### src/rtl/rtx_pkg.sv
package rtx_pkg;
  // Strobes from the control into the datapath, valid for the current cycle.
  typedef struct packed {
    logic rewind;      // accepted request: read position goes to start at this edge
    logic blockRead;   // setup in progress: no read is taken
    logic forceEmpty;  // standard-timing setup: empty flag held low
  } rtxStrobe_t;
endpackage

### src/rtl/rtx_datapath.sv
module rtx_datapath
  import rtx_pkg::*;
#(
  parameter int DEPTH = 16,
  parameter int PTR_W = 4,
  parameter int CNT_W = 5
) (
  input  logic             clk,
  input  logic             mrstN,
  input  logic             prstN,
  input  logic             wrEnN,
  input  logic             rdEnN,
  input  rtxStrobe_t       stb,
  output logic [PTR_W-1:0] rdPtr,
  output logic             emptyN,
  output logic [CNT_W-1:0] wrCnt,
  output logic [CNT_W-1:0] rdCnt
);
  localparam logic [PTR_W:0]   POS_ONE  = (PTR_W+1)'(1);
  localparam logic [PTR_W:0]   FULL_OCC = (PTR_W+1)'(DEPTH);
  localparam logic [CNT_W-1:0] CNT_ONE  = CNT_W'(1);
  localparam logic [CNT_W-1:0] CNT_MAX  = CNT_W'(DEPTH + 1);

  // Positions carry one extra wrap bit so that full and empty differ.
  logic [PTR_W:0] wrPos, rdPos, occ;
  logic           isEmpty, isFull, wrFire, rdFire;

  always_comb begin
    occ     = wrPos - rdPos;
    isEmpty = (occ == '0);
    isFull  = (occ == FULL_OCC);
    wrFire  = !wrEnN && !isFull;
    rdFire  = !rdEnN && !isEmpty && !stb.blockRead && !stb.rewind;
  end

  always_ff @(posedge clk or negedge mrstN) begin
    if (!mrstN) begin
      wrPos <= '0;
      rdPos <= '0;
      wrCnt <= '0;
      rdCnt <= '0;
    end else if (!prstN) begin
      wrPos <= '0;
      rdPos <= '0;
      wrCnt <= '0;
      rdCnt <= '0;
    end else begin
      if (wrFire) wrPos <= wrPos + POS_ONE;
      if (stb.rewind)  rdPos <= '0;
      else if (rdFire) rdPos <= rdPos + POS_ONE;
      if (wrFire && wrCnt != CNT_MAX) wrCnt <= wrCnt + CNT_ONE;
      if (rdFire && rdCnt != CNT_MAX) rdCnt <= rdCnt + CNT_ONE;
    end
  end

  assign rdPtr  = rdPos[PTR_W-1:0];
  assign emptyN = !isEmpty && !stb.forceEmpty;
endmodule

### src/rtl/rtx_ctrl.sv
module rtx_ctrl
  import rtx_pkg::*;
#(
  parameter int DEPTH     = 16,
  parameter int CNT_W     = 5,
  parameter int SETUP_LEN = 2
) (
  input  logic             clk,
  input  logic             mrstN,
  input  logic             prstN,
  input  logic             wrEnN,
  input  logic             rdEnN,
  input  logic             rtN,
  input  logic             zeroLatSel,
  input  logic             fwftSel,
  input  logic [CNT_W-1:0] wrCnt,
  input  logic [CNT_W-1:0] rdCnt,
  output rtxStrobe_t       stb,
  output logic             rtErr
);
  localparam int             SW         = $clog2(SETUP_LEN + 1);
  localparam logic [CNT_W-1:0] LO_LIMIT = CNT_W'(2);
  localparam logic [CNT_W-1:0] HI_STD   = CNT_W'(DEPTH - 2);
  localparam logic [CNT_W-1:0] HI_FWFT  = CNT_W'(DEPTH - 1);
  localparam logic [SW-1:0]  SETUP_INIT = SW'(SETUP_LEN);
  localparam logic [SW-1:0]  SETUP_ONE  = SW'(1);

  logic          rtPrevN, wrPrevN, rdPrevN;
  logic [SW-1:0] setupCnt;
  logic [CNT_W-1:0] hiLimit;
  logic          request, countOk, enableOk, accept, setupOn;

  always_comb begin
    hiLimit  = fwftSel ? HI_FWFT : HI_STD;
    request  = !rtN && rtPrevN;
    countOk  = (wrCnt >= LO_LIMIT) && (wrCnt <= hiLimit) &&
               (rdCnt >= LO_LIMIT) && (rdCnt <= hiLimit);
    enableOk = wrEnN && wrPrevN && (zeroLatSel || (rdEnN && rdPrevN));
    accept   = request && countOk && enableOk;
    setupOn  = (setupCnt != '0);
    stb.rewind     = accept;
    stb.blockRead  = setupOn;
    stb.forceEmpty = setupOn && !fwftSel;
  end

  always_ff @(posedge clk or negedge mrstN) begin
    if (!mrstN) begin
      rtPrevN  <= 1'b1;
      wrPrevN  <= 1'b1;
      rdPrevN  <= 1'b1;
      setupCnt <= '0;
      rtErr    <= 1'b0;
    end else if (!prstN) begin
      rtPrevN  <= 1'b1;
      wrPrevN  <= 1'b1;
      rdPrevN  <= 1'b1;
      setupCnt <= '0;
      rtErr    <= 1'b0;
    end else begin
      rtPrevN <= rtN;
      wrPrevN <= wrEnN;
      rdPrevN <= rdEnN;
      rtErr   <= request && !accept;
      if (accept && !zeroLatSel) setupCnt <= SETUP_INIT;
      else if (setupOn)          setupCnt <= setupCnt - SETUP_ONE;
    end
  end
endmodule

### src/rtl/rtx_replay_ctrl.sv
module rtx_replay_ctrl
  import rtx_pkg::*;
#(
  parameter int DEPTH     = 16,
  parameter int SETUP_LEN = 2,
  localparam int PTR_W    = $clog2(DEPTH),
  localparam int CNT_W    = $clog2(DEPTH + 2)
) (
  input  logic             clk,
  input  logic             mrstN,
  input  logic             prstN,
  input  logic             wrEnN,
  input  logic             rdEnN,
  input  logic             rtN,
  input  logic             zeroLatSel,
  input  logic             fwftSel,
  output logic [PTR_W-1:0] rdPtr,
  output logic             emptyN,
  output logic             rtErr
);
  rtxStrobe_t       ctrlStb;
  logic [CNT_W-1:0] wrCnt, rdCnt;

  rtx_ctrl #(.DEPTH(DEPTH), .CNT_W(CNT_W), .SETUP_LEN(SETUP_LEN)) uCtrl (
    .clk(clk), .mrstN(mrstN), .prstN(prstN), .wrEnN(wrEnN), .rdEnN(rdEnN),
    .rtN(rtN), .zeroLatSel(zeroLatSel), .fwftSel(fwftSel),
    .wrCnt(wrCnt), .rdCnt(rdCnt), .stb(ctrlStb), .rtErr(rtErr)
  );

  rtx_datapath #(.DEPTH(DEPTH), .PTR_W(PTR_W), .CNT_W(CNT_W)) uData (
    .clk(clk), .mrstN(mrstN), .prstN(prstN), .wrEnN(wrEnN), .rdEnN(rdEnN),
    .stb(ctrlStb), .rdPtr(rdPtr), .emptyN(emptyN), .wrCnt(wrCnt), .rdCnt(rdCnt)
  );
endmodule

### config.mk
export PLATFORM = sky130hd
export DESIGN_NAME = rtx_replay_ctrl
export DESIGN_NICKNAME = d
export VERILOG_FILES = /design/src/rtl/rtx_pkg.sv /design/src/rtl/rtx_datapath.sv /design/src/rtl/rtx_ctrl.sv /design/src/rtl/rtx_replay_ctrl.sv
export SDC_FILE = /design/constraint.sdc
export NUM_CORES = 1
export LEC_CHECK = 0
export BUFFER_PORTS_ARGS = -buffer_cell sky130_fd_sc_hd__buf_4
export CORE_MARGIN = 2
export CORE_UTILIZATION = 45
export DETAILED_ROUTE_END_ITERATION = 10
export HOLD_SLACK_MARGIN = 0.12
export PLACE_DENSITY = 0.6
export SETUP_SLACK_MARGIN = 0.3
export SYNTH_ARGS = -nofsm -noshare
export SYNTH_HDL_FRONTEND = slang
export SYNTH_HIERARCHICAL = 1
export SYNTH_SLANG_ARGS = --single-unit
### constraint.sdc
create_clock -name clk -period 6.5 [get_ports clk]
set_input_delay 1.3 -clock clk [delete_from_list [all_inputs] [get_ports clk]]
set_output_delay 1.3 -clock clk [all_outputs]
set_load 0.02 [all_outputs]
* After elaboration in Yosys (flattened, before gate mapping) *
Index checks and enable logic that the tools add are counted.

word-level totals
  register bits = 26
  input port bits = 8
  output and inout bits = 6
  logic and storage cells = 76

operators by class
  $add $sub $neg = 6
  magnitude comparators = 4
  eq/ne operators = 8
  mux-type cells = 17
  reduce and logical (&&, ||, !) cells = 32

operator list
  kind                                                                   number
  5-bit two-way mux                                                      9
  5-bit by 1-bit adder with 5-bit output, second input constant          4
  1-bit logical AND                                                      19
  5-bit by 2-bit >= comparator with 1-bit output, second input constant  2
  5-bit <= comparator                                                    2
  1-bit logical NOT                                                      10
  5-bit != test, second input constant                                   2
  2-bit two-way mux                                                      3
  2-bit by 1-bit != test with 1-bit output, second input constant        3
  3-bit by 1-bit != test with 1-bit output, second input constant        2
  5-bit == test, second input constant                                   1
  5-bit logical NOT                                                      1
  1-bit two-way mux                                                      5
  5-bit subtractor                                                       1
  2-bit nonzero test                                                     1
  2-bit by 1-bit subtractor with 2-bit output, second input constant     1
  1-bit logical OR                                                       1

* Depth between registers and ports, before layout *
Gate-level depths: netlist of the first run.

  depth after elaboration = 12
  depth in mapped cells = 11
  gate-level depth less buffers = 9

* By module *
The synthesis of the first run kept the hierarchy.

modules (own cells, without submodules)
  module        instances  cells an instance  area an instance (um2)  sequential area each (um2)
  rtx_datapath  1          145                1396.3                  500.5
  rtx_ctrl      1          42                 401.6                   153.9

* Worst setup path before layout of the first run *
No wires, ideal clock.

  path type = input to register
  start point = input port fwftSel
  end point = register uData.rdCnt[4]
  library setup time = 78 ps
  arrival time = 3258 ps
  data required time = 6422 ps
  setup slack = 3164 ps
  stages = 10
  path buffers = 2
  path through = ha_1 -> nor2_1 -> nand4_1 -> nand3_2 -> nor2_1 -> buf_4 -> or3_1 -> clkbuf_1 -> or4_1 -> a21oi_1

on the way
  longest elaborated chain between the ends = 11
  elaborated cells on any way between the ends = 12
  those cells by class = order compare (2); eq/ne (1); mux (1); reduce/logical (8)

ends and longest elaborated chain
  element                                               RTL line               text
  start, declared                                       rtx_replay_ctrl.sv:16  input logic fwftSel,
  1-bit two-way mux *                                   rtx_ctrl.sv:34         hiLimit = fwftSel ? HI_FWFT : HI_STD;
  5-bit <= comparator                                   rtx_ctrl.sv:36         countOk = (wrCnt >= LO_LIMIT) && (wrCnt <= hiLimit) &&
  1-bit logical AND (2 in a row)                        rtx_ctrl.sv:36
  1-bit logical AND *                                   rtx_ctrl.sv:37         (rdCnt >= LO_LIMIT) && (rdCnt <= hiLimit);
  1-bit logical AND * (2 in a row)                      rtx_ctrl.sv:39         accept = request && countOk && enableOk;
  net uCtrl.accept                                      rtx_ctrl.sv:31         logic request, countOk, enableOk, accept, setupOn;
  1-bit logical NOT *                                   rtx_datapath.sv:33     rdFire = !rdEnN && !isEmpty && !stb.blockRead && !stb.rewind;
  1-bit logical AND *                                   rtx_datapath.sv:33
  1-bit logical AND *                                   rtx_datapath.sv:52     if (rdFire && rdCnt != CNT_MAX) rdCnt <= rdCnt + CNT_ONE;
  2-bit by 1-bit != test with 1-bit output (no line) *  --
  end signal, assigned                                  rtx_datapath.sv:52
  end, declared                                         rtx_datapath.sv:17     output logic [CNT_W-1:0] rdCnt

Mark *: on every way through the listed nets, which the timed path passes. The rest lies on a longest branch.
A chain may end at the register's enable or synchronous reset.

* Worst setup path in the final report of the first run *
  start point = register uData.rdPos[1]
  end point = output port emptyN

on the way
  longest elaborated chain between the ends = 4

ends and longest elaborated chain
  element                 RTL line               text
  start, declared         rtx_datapath.sv:25     logic [PTR_W:0] wrPos, rdPos, occ;
  start signal, assigned  rtx_datapath.sv:50     else if (rdFire) rdPos <= rdPos + POS_ONE;
  5-bit subtractor        rtx_datapath.sv:29     occ = wrPos - rdPos;
  5-bit logical NOT       rtx_datapath.sv:30     isEmpty = (occ == '0);
  1-bit logical NOT       rtx_datapath.sv:57     assign emptyN = !isEmpty && !stb.forceEmpty;
  1-bit logical AND       rtx_datapath.sv:57
  end, declared           rtx_replay_ctrl.sv:18  output logic emptyN,

Every way passes these cells.

==> results of run 1 <==
flip-flops by register name (all words and copies together), names as in the netlist:
signal	cells
uData/rdPos	5
uCtrl/wrPrevN	1
uCtrl/setupCnt	2
uCtrl/rtErr	1
uData/rdCnt	5
uData/wrPos	5
uData/wrCnt	5
uCtrl/rtPrevN	1
uCtrl/rdPrevN	1
worst max-delay path by stage:
stage	start	end	slack [ps]	cells past startpoint
global placement	uData/rdPos[1]	emptyN	2930	8
global route	uData/rdPos[1]	emptyN	2380	8
CTS	uData/rdPos[1]	emptyN	2590	8
detailed placement	uData/rdPos[1]	emptyN	2910	8
finish	uData/rdPos[1]	emptyN	2600	8
floorplan	fwftSel	uData/rdCnt[4]	3160	10
power breakdown:
group | total [mW] | leakage [nW] | switching, mW | internal (mW)
registers | 0.213 | 0.346 | 0.0268 | 0.186
clock network | 0.0930 | 0.0228 | 0.0492 | 0.0438
logic | 0.335 | 0.470 | 0.198 | 0.137
total | 0.641 | 0.838 | 0.274 | 0.367
metrics by stage:
step	utilization	total power, mW
floorplan	-	0.499
global placement	0.501	0.543
detailed placement	0.501	0.549
CTS	0.513	0.647
global route	0.513	0.697
finish	0.513	0.641
critical path, delay by kind of cell (launching register included):
kind | cells | cell delay (ps)
fa+ha+maj | 1 | 310
buf+inv | 2 | 270
simple gates | 3 | 400
compound gates | 2 | 920
flops | 1 | 400
cells by family (layout without fill, tap and decap cells):
| group | after synthesis | in the layout | synth area share |
|---|---|---|---|
| buffers and inverters | 28 | 34 | 0.0807 |
| AO/OA/AOI/OAI | 42 | 42 | 0.179 |
| adder cells (fa/ha/maj) | 13 | 13 | 0.0905 |
| XOR/XNOR | 6 | 6 | 0.0334 |
| flip-flops | 26 | 26 | 0.364 |
| AND/OR/NAND/NOR | 67 | 67 | 0.225 |
| multiplexers | 5 | 5 | 0.0278 |
cell usage in the layout (no fill, tap or decap), types with 2 or more instances in the layout:
master	netlist	final
xnor2_1	4	4
nand3_1	11	11
o31ai_1	3	3
nor2_1	9	9
clkbuf_8	0	3
a21oi_1	12	12
buf_4	7	13
inv_1	17	17
ha_1	13	13
nand2b_1	9	9
dfrtp_1	23	23
or3_1	7	7
a211o_1	2	2
dfstp_2	3	3
mux2i_1	5	5
o21ai_1	6	6
nand2_1	10	10
nand4_1	2	2
o21ai_0	2	2
or4_1	3	3
nor3_1	5	5
o41ai_1	2	2
o211ai_1	2	2
area by class of cell:
type	count	area, um^2
Fill cell	366	1820
Multi-Input combinational cell	133	998
Sequential cell	26	654
Timing Repair Buffer	13	97.6
Inverter	17	63.8
Tap cell	48	60.1
Clock buffer	4	45.0
routing by layer:
layer / up-vias / part of all wire
li1: 685 / -
met1: 650 / 0.50
met2: 16 / 0.46
met3: 4 / 0.023
met4: 0 / 0.012
met5: - / 0
==> metrics.csv, run 1 <==
metric;value;unit
run status;finished clean;
die outline height;67.2;um
Ys Warns;6;
WP data required;5200;ps
layer with the highest usage;met2;
Synthesized Nets;208;
WL final;3400;um
Clock Path Buffers;2;
RSZ-0062 raised after global routing;no;
DP Area;1870;um^2
distinct cell type count after synthesis;51;
all-layer global routing usage;0.177;
clk slew on worst S/H paths;90;ps
fin cells;241;
maxcap violations;0;
post-DP HPWL;2540;um
number of port buffers;13;
crit-path cells;inv_1 -> ha_1 -> nor2b_4 -> o211ai_1 -> nand3_1 -> a211oi_2 -> nor2_1 -> buf_4;
Achievable Freq;257;MHz
# hold bufs at CTS;0;
R2R depth;8;
Avg Inst Size Synth;9.61;um^2
share of layout cells above drive strength 1;0.155;
Initial DRC Count;64;
Hold Path Depth;2;
Syn Std Cell Area;1800;um^2
Root Buffer;clkbuf_8;
worst slew pin tran;806;ps
antenna violation net count after detailed routing;0;
vias per cell;5.62;
EDFF count, synth;0;
Skew-Pair Late Insertion Delay;270;ps
Worst setup EP type;primary output;
# setup viols final;0;
Layout Nets;215;
Num Clock Sinks;26;
via count;1355;
CTS tree;built;
grt total ovfl;0;
register bit total from synthesis;26;
Post-Syn Instances;187;
DRC violations left;0;
final hold violations;0;
Slew headroom;0.461;
H-tree depth;1;
list of most frequent post-synthesis cells;dfrtp_1, inv_1, ha_1, a21oi_1, nand3_1;
cts repair resizes;0;
# IOs;14;
gpl congestion;0.812;
Inst Count DP;237;
Worst Hold End;uCtrl/setupCnt[1];
Yosys top cell by area;dfrtp_1;
Hold Crit Start;uCtrl/rdPrevN;
first-pass GRT wire length;6080;um
critical path arrival;2600;ps
post-layout instance area;1920;um^2
WS Path Type;flip-flop to primary output;
sequential area share after synthesis;0.364;
CP max-delay cell;a211oi_2;
CTS Buf Count;3;
Final Hold Slack;559;ps
Synth area leaders;dfrtp_1, ha_1, dfstp_2;
crit path max fanout;13;
n_diodes;0;
minimum clock period;3900;ps
postcts setup bufs;0;
vias in the first global route;1387;
routing usage on met3;0.0200;
initial core utilization;0.480;
Core ar.;3740;um^2
antenna violations before repair;0;
critical path launch point type;flip-flop;
met1 Usage GRT;0.225;
Max Slew Vio Count;0;
count leader, synth;dfrtp_1;
reg2reg start;uData/rdPos[1];
RR Endpoint;uData/wrCnt[1];
Final WS setup;2600;ps
largest net degree at the start of global routing;27;
wire per inst;14.1;um
die outline width;67.2;um
period utilization;0.599;
1st-pass router iterations;4;
ys async rst share;1.00;
met2 usage;0.306;
Pleak;0.838;nW
HP Class;flip-flop to flip-flop;
P&R area growth vs syn;6.75;%
die area;4520;um^2
Setup TNS Final;0;ps
crit-path max cell delay;710;ps
share of the synthesized area in the top cell type;0.320;
FP Rows;22;
VDD IR max;172;uV
pre-CTS WS;2910;ps
ys flop type;dfrtp_1;
clk_skew;4.05;ps
P per Cell Area;334;nW/um^2
r2r setup slk;3830;ps
No activity file was read; power rests on OpenSTA's default activity.
==> inputs of run 2 (changes only) <==
- clock period: 6.5 -> 4.1 ns (I/O delays scaled with it)
==> metrics.csv, run 2 (synthesis results as in run 1) <==
metric;value;unit
Power Total;1.10;mW
vias in the first global route;1308;
HP Class;primary input to asynchronous set/reset pin;
die outline width;67.2;um
P&R area growth vs syn;8.63;%
Achievable Freq;326;MHz
WP data required;3280;ps
worst slew pin tran;841;ps
clk slew on worst S/H paths;90;ps
Initial DRC Count;48;
post-layout util;0.522;
Reg area;654;um^2
die outline height;67.2;um
Root Buffer;clkbuf_8;
pre-CTS WS;1070;ps
antenna violation net count after detailed routing;0;
RSZ-0062 raised after global routing;no;
most common cell after layout, fill and taps aside;dfrtp_1;
postcts setup bufs;0;
FP Rows;22;
number of port buffers;13;
Slew headroom;0.437;
critical path arrival;2250;ps
CTS Buf Count;3;
# hold bufs at CTS;0;
maxcap violations;0;
Max Slew Vio Count;0;
critical path launch point type;flip-flop;
# IOs;14;
cts repair resizes;0;
minimum clock period;3070;ps
clk_skew;5.90;ps
CTS tree;built;
n_diodes;0;
crit path max fanout;13;
period utilization;0.749;
wire per inst;14.6;um
vias per cell;5.76;
all-layer global routing usage;0.179;
grt total ovfl;0;
first-pass GRT wire length;6180;um
VDD IR max;233;uV
run status;finished clean;
WL final;3540;um
1st-pass router iterations;4;
Clock Path Buffers;2;
Worst setup EP type;primary output;
Num Clock Sinks;26;
H-tree depth;1;
post-layout instance area;1950;um^2
share of layout cells above drive strength 1;0.165;
antenna violations before repair;0;
commonest non-fill, non-tap cells in the layout;dfrtp_1, inv_1, buf_4;
DRC violations left;0;
post-DP HPWL;2600;um
DP Area;1880;um^2
Core ar.;3740;um^2
largest net degree at the start of global routing;27;
Final WS setup;1030;ps
P per Cell Area;566;nW/um^2
die area;4520;um^2
via count;1394;
Skew-Pair Late Insertion Delay;270;ps
gpl congestion;0.847;
Pleak;0.856;nW
Layout Nets;216;
initial core utilization;0.480;
# setup viols final;0;
Setup TNS Final;0;ps
Fill cells;357;
final hold violations;0;
WS Path Type;flip-flop to primary output;
area of the multi-input gates;998;um^2
## run 2: changes by cell type in the layout (fill, tap and decap cells not counted), sizes merged
cell	delta
buf	+1
bufinv	+1
clkbuf	-1
## run 2: report_power, final
| group | leakage, nW | internal [mW] | switching, mW |
|---|---|---|---|
| sequential | 0.346 | 0.295 | 0.0445 |
| clock | 0.0357 | 0.131 | 0.0821 |
| combinational | 0.475 | 0.234 | 0.318 |
| total | 0.856 | 0.660 | 0.444 |
## run 2: final timing paths
kind / slack [ps] / end / cells after the start / startpoint
max: 1030 / emptyN / 9 / uData/rdPos[1]
min: 440 / uCtrl/setupCnt[1] / 1 / mrstN
max reg2reg: 1410 / uData/wrCnt[1] / 8 / uData/rdPos[1]
min reg2reg: 560 / uCtrl/rtErr / 1 / uCtrl/rtPrevN
max in group asynchronous: 3360 / uCtrl/wrPrevN / 1 / mrstN
min in group clk: 560 / uCtrl/rtErr / 1 / uCtrl/rtPrevN
## run 2: metrics by stage
| step | hold WS [ps] | cells |
|---|---|---|
| after floorplan | 519 | 187 |
| after global placement | 545 | 238 |
| after detailed placement | 545 | 238 |
| after CTS | 454 | 242 |
| after global routing | 455 | 242 |
| final | 444 | 242 |
## run 2: metal layers
| layer | up-vias | global-route usage | share of wire | wire length [um] |
|---|---|---|---|---|
| li1 | 687 | - | - | - |
| met1 | 678 | 0.242 | 0.47 | 1670 |
| met2 | 25 | 0.288 | 0.48 | 1700 |
| met3 | 4 | 0.0317 | 0.034 | 119 |
| met4 | 0 | 0.0612 | 0.014 | 48 |
| met5 | - | 0 | 0 | 0 |
## run 2: layout make-up
cell class | count | area share
timing repair buffer | 14 | 0.0538
clock buffer | 3 | 0.0211
sequential | 26 | 0.335
inverter | 17 | 0.0327
tap | 48 | 0.0307
clock inverter | 1 | 0.0154
multi-input combinational | 133 | 0.511
## run 2: critical path, cell delays in order (launching register included)
cell	delay (ps)
dfrtp_1	410
inv_1	80
ha_1	320
nor2b_4	150
o211ai_1	210
nand3_1	160
a211oi_2	240
buf_4	210
nor2_1	60
buf_4	150
